$ cat config.mk
export PLATFORM = sky130hd
export DESIGN_NAME = cmd_line_tx
export DESIGN_NICKNAME = d
export VERILOG_FILES = /design/src/rtl/cltx_pkg.sv /design/src/rtl/cltx_fall.sv /design/src/rtl/cltx_fifo.sv /design/src/rtl/cltx_crc7.sv /design/src/rtl/cltx_serializer.sv /design/src/rtl/cmd_line_tx.sv
export SDC_FILE = /design/constraint.sdc
export NUM_CORES = 1
export LEC_CHECK = 0
export ABC_AREA = 1
export BUFFER_PORTS_ARGS = -buffer_cell sky130_fd_sc_hd__buf_2
export CELL_PAD_IN_SITES_DETAIL_PLACEMENT = 2
export CELL_PAD_IN_SITES_GLOBAL_PLACEMENT = 2
export CORE_MARGIN = 2
export CORE_UTILIZATION = 35
export DETAILED_ROUTE_END_ITERATION = 6
export PLACE_DENSITY_LB_ADDON = 0.1
export RECOVER_POWER = 50
export SLEW_MARGIN = 20
export SYNTH_ARGS = -nofsm -noshare
export SYNTH_HDL_FRONTEND = slang
export SYNTH_SLANG_ARGS = --single-unit
$ cat constraint.sdc
create_clock -name clk -period 2.3 [get_ports clk]
set_input_delay 0.46 -clock clk [delete_from_list [all_inputs] [get_ports clk]]
set_output_delay 0.46 -clock clk [all_outputs]
set_load 0.01 [all_outputs]
$ cat src/rtl/cltx_pkg.sv
package cltx_pkg;
   typedef logic [7:0] byte_t;

   function automatic logic [6:0] crc7_step(input logic [6:0] cur, input logic din,
                                             input logic [6:0] poly);
      logic fb;
      fb = din ^ cur[6];
      return {cur[5:0], 1'b0} ^ (fb ? poly : 7'd0);
   endfunction
endpackage

$ cat src/rtl/cltx_fall.sv
module cltx_fall (
   input  logic clk,
   input  logic rst_n,
   input  logic lvl,
   output logic lvl_q,
   output logic fall
);
   always_ff @(posedge clk) begin
      if (!rst_n) lvl_q <= 1'b0;
      else        lvl_q <= lvl;
   end
   assign fall = lvl_q & ~lvl;
endmodule

$ cat src/rtl/cltx_fifo.sv
module cltx_fifo #(
   parameter int NBYTES = 5,
   parameter int PTR_W  = $clog2(NBYTES + 1)
) (
   input  logic                  clk,
   input  logic                  rst_n,
   input  logic                  wr_en,
   input  logic [7:0]            wr_data,
   input  logic                  ptr_clr,
   input  logic                  lock,
   output logic [NBYTES*8-1:0]   flat,
   output logic [PTR_W-1:0]      wr_ptr
);
   logic accept;
   assign accept = wr_en && !lock && !ptr_clr && (wr_ptr < PTR_W'(NBYTES));

   always_ff @(posedge clk) begin
      if (!rst_n)       wr_ptr <= '0;
      else if (ptr_clr) wr_ptr <= '0;
      else if (accept)  wr_ptr <= wr_ptr + 1'b1;
   end

   for (genvar g = 0; g < NBYTES; g++) begin : g_slot
      cltx_pkg::byte_t slot_q;
      always_ff @(posedge clk) begin
         if (!rst_n)                                   slot_q <= '0;
         else if (accept && wr_ptr == PTR_W'(g))       slot_q <= wr_data;
      end
      assign flat[(NBYTES-1-g)*8 +: 8] = slot_q;
   end
endmodule

$ cat src/rtl/cltx_crc7.sv
module cltx_crc7 #(
   parameter logic [6:0] POLY = 7'h09
) (
   input  logic clk,
   input  logic rst_n,
   input  logic clr,
   input  logic upd,
   input  logic shift,
   input  logic din,
   output logic msb
);
   logic [6:0] crc_q;
   always_ff @(posedge clk) begin
      if (!rst_n)     crc_q <= '0;
      else if (clr)   crc_q <= '0;
      else if (upd)   crc_q <= cltx_pkg::crc7_step(crc_q, din, POLY);
      else if (shift) crc_q <= {crc_q[5:0], 1'b0};
   end
   assign msb = crc_q[6];
endmodule

$ cat src/rtl/cltx_serializer.sv
module cltx_serializer #(
   parameter int DATA_W  = 40,
   parameter int CRC_W   = 7,
   parameter int FRAME_W = DATA_W + CRC_W + 1,
   parameter int CNT_W   = $clog2(FRAME_W + 2)
) (
   input  logic              clk,
   input  logic              rst_n,
   input  logic              start_edge,
   input  logic              bit_tick,
   input  logic              eoc_clr,
   input  logic [DATA_W-1:0] frame_i,
   input  logic              crc_msb,
   output logic              start_go,
   output logic              crc_upd,
   output logic              crc_shift,
   output logic              data_bit,
   output logic              line_q,
   output logic              lock_q,
   output logic              eoc_q
);
   logic [CNT_W-1:0] cnt_q;
   logic [CNT_W-1:0] sel;
   logic             step, done, nxt_bit;

   assign start_go  = start_edge && !lock_q;
   assign step      = lock_q && bit_tick;
   assign done      = step && (cnt_q == CNT_W'(FRAME_W));
   assign sel       = CNT_W'(DATA_W - 1) - cnt_q;
   assign data_bit  = frame_i[sel];
   assign crc_upd   = step && (cnt_q < CNT_W'(DATA_W));
   assign crc_shift = step && (cnt_q >= CNT_W'(DATA_W)) && (cnt_q < CNT_W'(DATA_W + CRC_W));

   always_comb begin
      if (cnt_q < CNT_W'(DATA_W))              nxt_bit = data_bit;
      else if (cnt_q < CNT_W'(DATA_W + CRC_W)) nxt_bit = crc_msb;
      else                                     nxt_bit = 1'b1;
   end

   always_ff @(posedge clk) begin
      if (!rst_n) begin
         lock_q <= 1'b0;
         cnt_q  <= '0;
         line_q <= 1'b1;
      end else if (start_go) begin
         lock_q <= 1'b1;
         cnt_q  <= '0;
      end else if (done) begin
         lock_q <= 1'b0;
         line_q <= 1'b1;
      end else if (step) begin
         line_q <= nxt_bit;
         cnt_q  <= cnt_q + 1'b1;
      end
   end

   always_ff @(posedge clk) begin
      if (!rst_n)       eoc_q <= 1'b0;
      else if (done)    eoc_q <= 1'b1;
      else if (eoc_clr) eoc_q <= 1'b0;
   end
endmodule

$ cat src/rtl/cmd_line_tx.sv
module cmd_line_tx #(
   parameter int         IDX_W    = 6,
   parameter int         ARG_W    = 32,
   parameter logic [6:0] CRC_POLY = 7'h09
) (
   input  logic       clk,
   input  logic       rst_n,
   input  logic       wr_en,
   input  logic [7:0] wr_data,
   input  logic       cmd_en,
   input  logic       ptr_rst,
   input  logic       bit_tick,
   input  logic       eoc_clr,
   output logic       cmd_out,
   output logic       lock,
   output logic       eoc
);
   localparam int CRC_W   = 7;
   localparam int DATA_W  = 2 + IDX_W + ARG_W;
   localparam int NBYTES  = DATA_W / 8;
   localparam int FRAME_W = DATA_W + CRC_W + 1;
   localparam int PTR_W   = $clog2(NBYTES + 1);

   initial begin
      if (DATA_W % 8 != 0) $error("index plus argument plus two lead bits must fill whole bytes");
      if (IDX_W < 1)       $error("index width must be positive");
   end

   logic              en_q, en_fall, pr_q, pr_fall, start_go;
   logic              crc_upd, crc_shift, crc_msb, data_bit;
   logic [DATA_W-1:0] flat, frame;
   logic [PTR_W-1:0]  wr_ptr;

   cltx_fall u_en_edge (.clk(clk), .rst_n(rst_n), .lvl(cmd_en),  .lvl_q(en_q), .fall(en_fall));
   cltx_fall u_pr_edge (.clk(clk), .rst_n(rst_n), .lvl(ptr_rst), .lvl_q(pr_q), .fall(pr_fall));

   cltx_fifo #(.NBYTES(NBYTES), .PTR_W(PTR_W)) u_fifo (
      .clk(clk), .rst_n(rst_n), .wr_en(wr_en), .wr_data(wr_data),
      .ptr_clr(pr_fall || start_go), .lock(lock), .flat(flat), .wr_ptr(wr_ptr));

   assign frame = {2'b01, flat[DATA_W-3:0]};

   cltx_crc7 #(.POLY(CRC_POLY)) u_crc (
      .clk(clk), .rst_n(rst_n), .clr(start_go), .upd(crc_upd), .shift(crc_shift),
      .din(data_bit), .msb(crc_msb));

   cltx_serializer #(.DATA_W(DATA_W), .CRC_W(CRC_W), .FRAME_W(FRAME_W)) u_ser (
      .clk(clk), .rst_n(rst_n), .start_edge(en_fall), .bit_tick(bit_tick),
      .eoc_clr(eoc_clr), .frame_i(frame), .crc_msb(crc_msb), .start_go(start_go),
      .crc_upd(crc_upd), .crc_shift(crc_shift), .data_bit(data_bit),
      .line_q(cmd_out), .lock_q(lock), .eoc_q(eoc));
endmodule

Word level (Yosys, flattened, before mapping)
Cells that the tools add are included.

Register bits after elaboration: 59. Input port bits: 15. Output and inout bits: 3. Word-level logic and storage cells: 74.

Add/subtract/negate cells: 3. Magnitude comparators: 5. Equal/unequal tests: 5. Multiplexer cells: 13. Bitwise operators: 9. Reduce and logical (&&, ||, !) cells: 26.

Operators with widths (number): $logic_and 1x1->1 (14); $mux 7 (2); $lt 6x6->1 const B (2); $mux 1 (9); $reduce_bool 2->1 (4); $lt 6x7->1 const B (1); $xor 7x7->7 (1); $add 6x1->6 const B (1); $bmux 1 s6 (1); $eq 3x2->1 const B (2); $eq 6x6->1 const B (1); $ge 6x6->1 const B (1); $sub 6x6->6 const A (1); $not 1->1 (5); $mux 4 (1); $reduce_and 2->1 (2); $reduce_or 2->1 (2); $add 3x1->3 const B (1); $eq 3x1->1 const B (1); $eq 3x3->1 const B (1); $logic_not 3->1 (1); $lt 3x3->1 const B (1); $and 1x1->1 (2); $logic_not 1->1 (2); 2 further kinds (2).

Logic depth before layout (Yosys ltp)
Depth in word-level cells: 8. Depth in mapped cells: 17. Depth with buffers taken out: 16.

By module
A second synthesis with hierarchy kept.

Cell total of the unflattened synthesis: 507. Area, all modules: 3299.4 sq um.

Modules (own cells, without submodules): cltx_fifo (instances 1, cells each 263, area an instance 1921.8 sq um, sequential area each 860.8 sq um); cltx_serializer (instances 1, cells each 185, area an instance 985.9 sq um, sequential area each 180.2 sq um); cltx_crc7 (instances 1, cells each 44, area an instance 302.8 sq um, sequential area each 140.1 sq um); cltx_fall (instances 2, cells each 5, area an instance 35.0 sq um, sequential area each 20.0 sq um); cmd_line_tx (instances 1, cells each 5, area an instance 18.8 sq um, sequential area each 0.0 sq um).

Worst setup path before layout
No wires, ideal clock.

Path kind: reg2reg. Start point: reg u_ser.cnt_q[3]. End point: reg u_crc.crc_q[3]. Arrival time: 1.702 ns. Path slack: 0.490 ns. Cell stages (with the launch flop): 17. Path buffers: 0. Cells stage by stage: dfxtp_1 clkinv_1 ha_1 xnor2_1 a21oi_1 nand2_1 nand2_1 nand2_1 nand2_1 nand2_1 nand2_1 nand2_1 nand3_1 nand2_1 nand3_1 nand2_1 inv_1.

Word-level cells in the longest chain between the ends: 7. Elaborated cells between the ends (all ways): 14.

Ends and longest elaborated chain: from (decl) (line cltx_serializer.sv:22) `logic [CNT_W-1:0] cnt_q;`; from (signal assigned) (line cltx_serializer.sv:53) `cnt_q <= cnt_q + 1'b1;`; $sub 6x6->6 (line cltx_serializer.sv:29) `assign sel = CNT_W'(DATA_W - 1) - cnt_q;`; $bmux 1 s6 (line cltx_serializer.sv:30) `assign data_bit = frame_i[sel];`; $mux 1 (not written as such) (line cltx_serializer.sv:30); $xor 1x1->1 (line cltx_pkg.sv:7) `fb = din ^ cur[6];`; $mux 4 (line cltx_pkg.sv:8) `return {cur[5:0], 1'b0} ^ (fb ? poly : 7'd0);`; $xor 7x7->7 (line cltx_pkg.sv:8); $mux 7 (line cltx_crc7.sv:16) `else if (upd) crc_q <= cltx_pkg::crc7_step(crc_q, din, POLY);`; to (signal assigned) (line cltx_crc7.sv:16); to (signal assigned) (line cltx_crc7.sv:17) `else if (shift) crc_q <= {crc_q[5:0], 1'b0};`; to (decl) (line cltx_crc7.sv:12) `logic [6:0] crc_q;`.

Parallel ways exist; a longest one is shown, timed or not. The select of a mux whose other input is x is not followed. A chain may end at the register's enable or synchronous reset.

Final worst setup path
Same ends and word-level chain as after synthesis.

==> results by group <==
Critical path
  – Crit-path most repeated cell: nand2_1
  – R2R Path Start: u_ser.cnt_q[3]
  – Crit-path max cell delay: 0.44 ns
  – Crit path kind: reg -> reg
  – Crit path from: u_ser.cnt_q[3]
  – CP Cell Sequence: clkinv_1 -> ha_1 -> xnor2_1 -> a21oi_1 -> nand2_1 -> nand2_1 -> nand2_1 -> nand2_1 -> nand2_1 -> nand2_1 -> nand2_1 -> nand3_1 -> nand2_1 -> nand3_1 -> nand2_1 -> inv_1
  – Critical path's slowest cell: dfxtp_1
  – Worst Setup End Kind: register
  – Worst Path Required: 2.55 ns
  – Worst Path Arrival: about 2.3 ns
  – Worst reg2reg path endpoint: u_crc.crc_q[3]
  – Setup crit end: u_crc.crc_q[3]
  – Worst Path Max Fanout: 4
  – Reg2Reg Setup Slack: approximately 0.23 ns
  – Crit start category: register
  – Reg2reg path depth: 16

STA
  – Setup TNS: 0 ns
  – Worst-margin pin slew: approximately 0.47 ns
  – Fin. Hold Viols: 0
  – Final setup vio count: 0
  – Fin crit share: 90.0%
  – Relative slew slack: 68.4%
  – RSZ-0062 raised after global routing: false
  – Final slew viol count: 0
  – Peak Freq: between 400 and 500 MHz
  – Final clock skew: between 0.009 and 0.01 ns
  – Final Hold Slack: around 0.32 ns
  – Fin crit period: between 2 and 2.5 ns

Global routing
  – Antenna violations before repair: 0
  – Gr usage total: a little over 20%
  – Largest net degree at the start of global routing: 35
  – First-pass GRT wire length: 13700 µm
  – Total gr overflow: 0
  – Number of global-route vias before repair: roughly 2.8k

Pwr
  – Sw Ratio: between 20% and 30%
  – P_int: around 1.7 mW
  – P_sw: approximately 0.6 mW
  – Sequential power share: 47.3%
  – Worst IR Drop VDD: 0.273 mV
  – Comb power frac: about 9.8%
  – Pwr/cell area: about 730 nW/µm²
  – P_leak: 1.23 nW
  – Clk network pwr share: 42.9%

Finish
  – Multi-input gate area: around 1300 µm²
  – Ratio of cells with drive above 1 in the final layout: 12.7%
  – Layout Nets: 420
  – Antenna Cells: 0
  – Filler cell count in the final layout: about 950
  – Total area of sequential cells: roughly 1200 µm²
  – Layout area overhead: 12.2%

Logic synthesis
  – Synth Instances: ~370
  – Synthesized flop and latch total: 59
  – Mean Syn Cell Area: 7.53 µm²
  – Library cells used by synthesis: 28
  – Syn. warnings: 0
  – Sequential share of the synthesized area: between 40% and 50%
  – Synth Cell Area: approximately 2800 µm²
  – Syn Nets: a little under 400

Clock tree
  – Worst-Skew Late Latency: between 0.3 and 0.4 ns
  – Clock root cell: clkbuf_8
  – CTS Buf Count: 9
  – Clock transition at path regs: 0.07 ns
  – # clock sinks: a little under 60
  – Htree depth: 3
  – CTS tree: built
  – Max Buffers Root-to-Sink: 2
  – CTS Hold Bufs: 0

Die
  – Die area: 8760 µm²
  – Row cnt: 32
  – I/O pin count: 18
  – Initial Utilization: between 30% and 40%
  – Die Width: 93.6 µm
  – Die height: 93.6 µm
  – Core region area: slightly below 8000 µm²

Routing
  – Vias: 2578
  – Total Wirelength: between 8000 and 9000 µm
  – Vias/cell: ~5.1
  – Detailed-router iteration count before antenna repair: 4
  – DR iter-0 viols: 67
  – DRC viols: 0
  – Post-route antenna net violation count: 0
  – Routed WL per cell: roughly 16 µm

Worst hold path
  – Hold/Removal Path Class: in -> reg

Status
  – Status: complete, no violations

Run
  – Maxcap violations: 0

Placement
  – IO buf count: 17
  – Final GP Congestion: slightly above 0.7
  – DP HPWL: around 5800 µm
-- synth_stat cells --
cell      number  share of area (%)
buf_2          2               0.36
inv_2          4               0.53
nor2_1         6               0.80
nand3_4        1               0.62
a211oi_1       1               0.27
or3b_4         1               0.40
o21ai_0       44                7.8
nand3_1       27                4.8
buf_6          9                3.6
o21ai_2        3               0.94
nand2_1       54                7.2
clkbuf_1       3               0.40
a21oi_1       65                 12
nand4_1        2               0.45
o22ai_1        1               0.22
o21ai_1        8                1.4
nor4_4         1               0.76
xnor2_1        1               0.31
buf_4          1               0.27
or2_2          1               0.22
nor3_1         3               0.53
nand2_2        1               0.22
clkinv_1       1               0.13
dfxtp_1       59                 42
nand3_2        3                1.1
ha_1           9                4.0
o211ai_1       5                1.3
inv_1         57                7.6
-- repair_timing --
item / in CTS / in global routing
gates resized for setup: 0 / 0
endpoints found under the setup margin: 10 / 0
buffers inserted: 3 / 0
-- logic make-up (layout without fill, tap and decap cells) --
family / Yosys count / count (layout) / share of synthesized area [%]
flip-flops: 59 / 59 / 42.0
AND/OR/NAND/NOR: 100 / 100 / 17.1
adder cells (fa/ha/maj): 9 / 9 / 4.01
AO/OA/AOI/OAI: 127 / 127 / 23.6
buffers and inverters: 77 / 105 / 12.9
XOR/XNOR: 1 / 1 / 0.312
-- per-layer routing --
| metal | vias to the layer above | global-route usage [%] | wire length, µm |
|---|---|---|---|
| met5 | - | 0 | 0 |
| met3 | 11 | 3.71 | 189 |
| met1 | 1267 | 25.1 | 3840 |
| li1 | 1275 | - | - |
| met2 | 25 | 35.0 | 3880 |
| met4 | 0 | 7.25 | 135 |
-- registers in the layout (all words and copies together), names as in the netlist --
name / flops
u_fifo.g_slot.slot_q: 38
u_crc.crc_q: 7
u_ser.cnt_q: 6
u_fifo.wr_ptr: 3
u_en_edge.lvl_q: 1
u_pr_edge.lvl_q: 1
u_ser.eoc_q: 1
u_ser.line_q: 1
u_ser.lock_q: 1
-- power by group through the flow --
stage	Sequential [mW]	Clock (mW)	Combinational (mW)
4_1_cts	1.09	1.02	0.236
3_5_place_dp	1.11	0	0.227
5_1_grt	1.09	1.06	0.260
2_1_floorplan	1.11	0	0.167
3_3_place_gp	1.11	0	0.217
6_report	1.09	0.988	0.226
-- cell type report --
cell class | instances | area share, %
clock buffer | 12 | 4.92
clock inverter | 4 | 1.55
inverter | 62 | 7.38
multi-input combinational | 237 | 39.7
sequential | 59 | 37.5
tap | 102 | 4.05
timing repair buffer | 27 | 4.92
-- worst min path at each step --
| stage | startpoint | to | slack [ns] | cells after the start |
|---|---|---|---|---|
| 2_1_floorplan | u_fifo.g_slot[2].slot_q[3] | u_fifo.g_slot[2].slot_q[3] | 0.42 | 2 |
| 3_3_place_gp | u_fifo.g_slot[2].slot_q[3] | u_fifo.g_slot[2].slot_q[3] | 0.43 | 2 |
| 3_5_place_dp | u_fifo.g_slot[2].slot_q[7] | u_fifo.g_slot[2].slot_q[7] | 0.44 | 2 |
| 4_1_cts | ptr_rst | u_pr_edge.lvl_q | 0.31 | 3 |
| 5_1_grt | cmd_en | u_en_edge.lvl_q | 0.33 | 3 |
| 6_report | cmd_en | u_en_edge.lvl_q | 0.32 | 3 |
-- through the flow --
step	instances	power, mW	worst slack [ns]	utilization [%]	cell area (µm²)
3_5_place_dp	484	1.34	-0.0561	37.9	2940
4_1_cts	503	2.35	0.198	40.8	3170
5_1_grt	503	2.41	0.0174	40.6	3150
6_report	503	2.30	0.231	40.6	3150
2_1_floorplan	373	1.27	0.490	-	2810
3_3_place_gp	484	1.33	0.0792	37.9	2940
-- critical path, delay by kind of cell, from the launching register on --
kind,cells,cell delay (ns)
buffers and inverters,2,0.16
flip-flops,1,0.44
XOR/XNOR,1,0.30
AO/OA/AOI/OAI,1,0.09
adder cells (fa/ha/maj),1,0.22
AND/OR/NAND/NOR,11,0.76
-- placed cells by master, fill, tap and decap left out --
cell / instances
inv_1: 57
nand2_1: 54
bufinv_16: 1
nor3_1: 3
nand4_1: 2
dfxtp_1: 59
nor4_4: 1
buf_4: 10
o21ai_1: 3
o22ai_1: 1
ha_1: 9
o211ai_1: 5
a21oi_1: 65
buf_2: 13
nand2_2: 1
o21ai_0: 50
xnor2_1: 1
or2_2: 1
clkbuf_8: 11
o21ai_2: 2
or3b_1: 1
inv_2: 4
nor2_1: 6
clkinv_1: 1
nand3_2: 4
nand3_1: 27
clkinv_4: 1
a211oi_1: 1
clkinv_2: 2
clkbuf_1: 5
(Power assumes the default switching activity.)
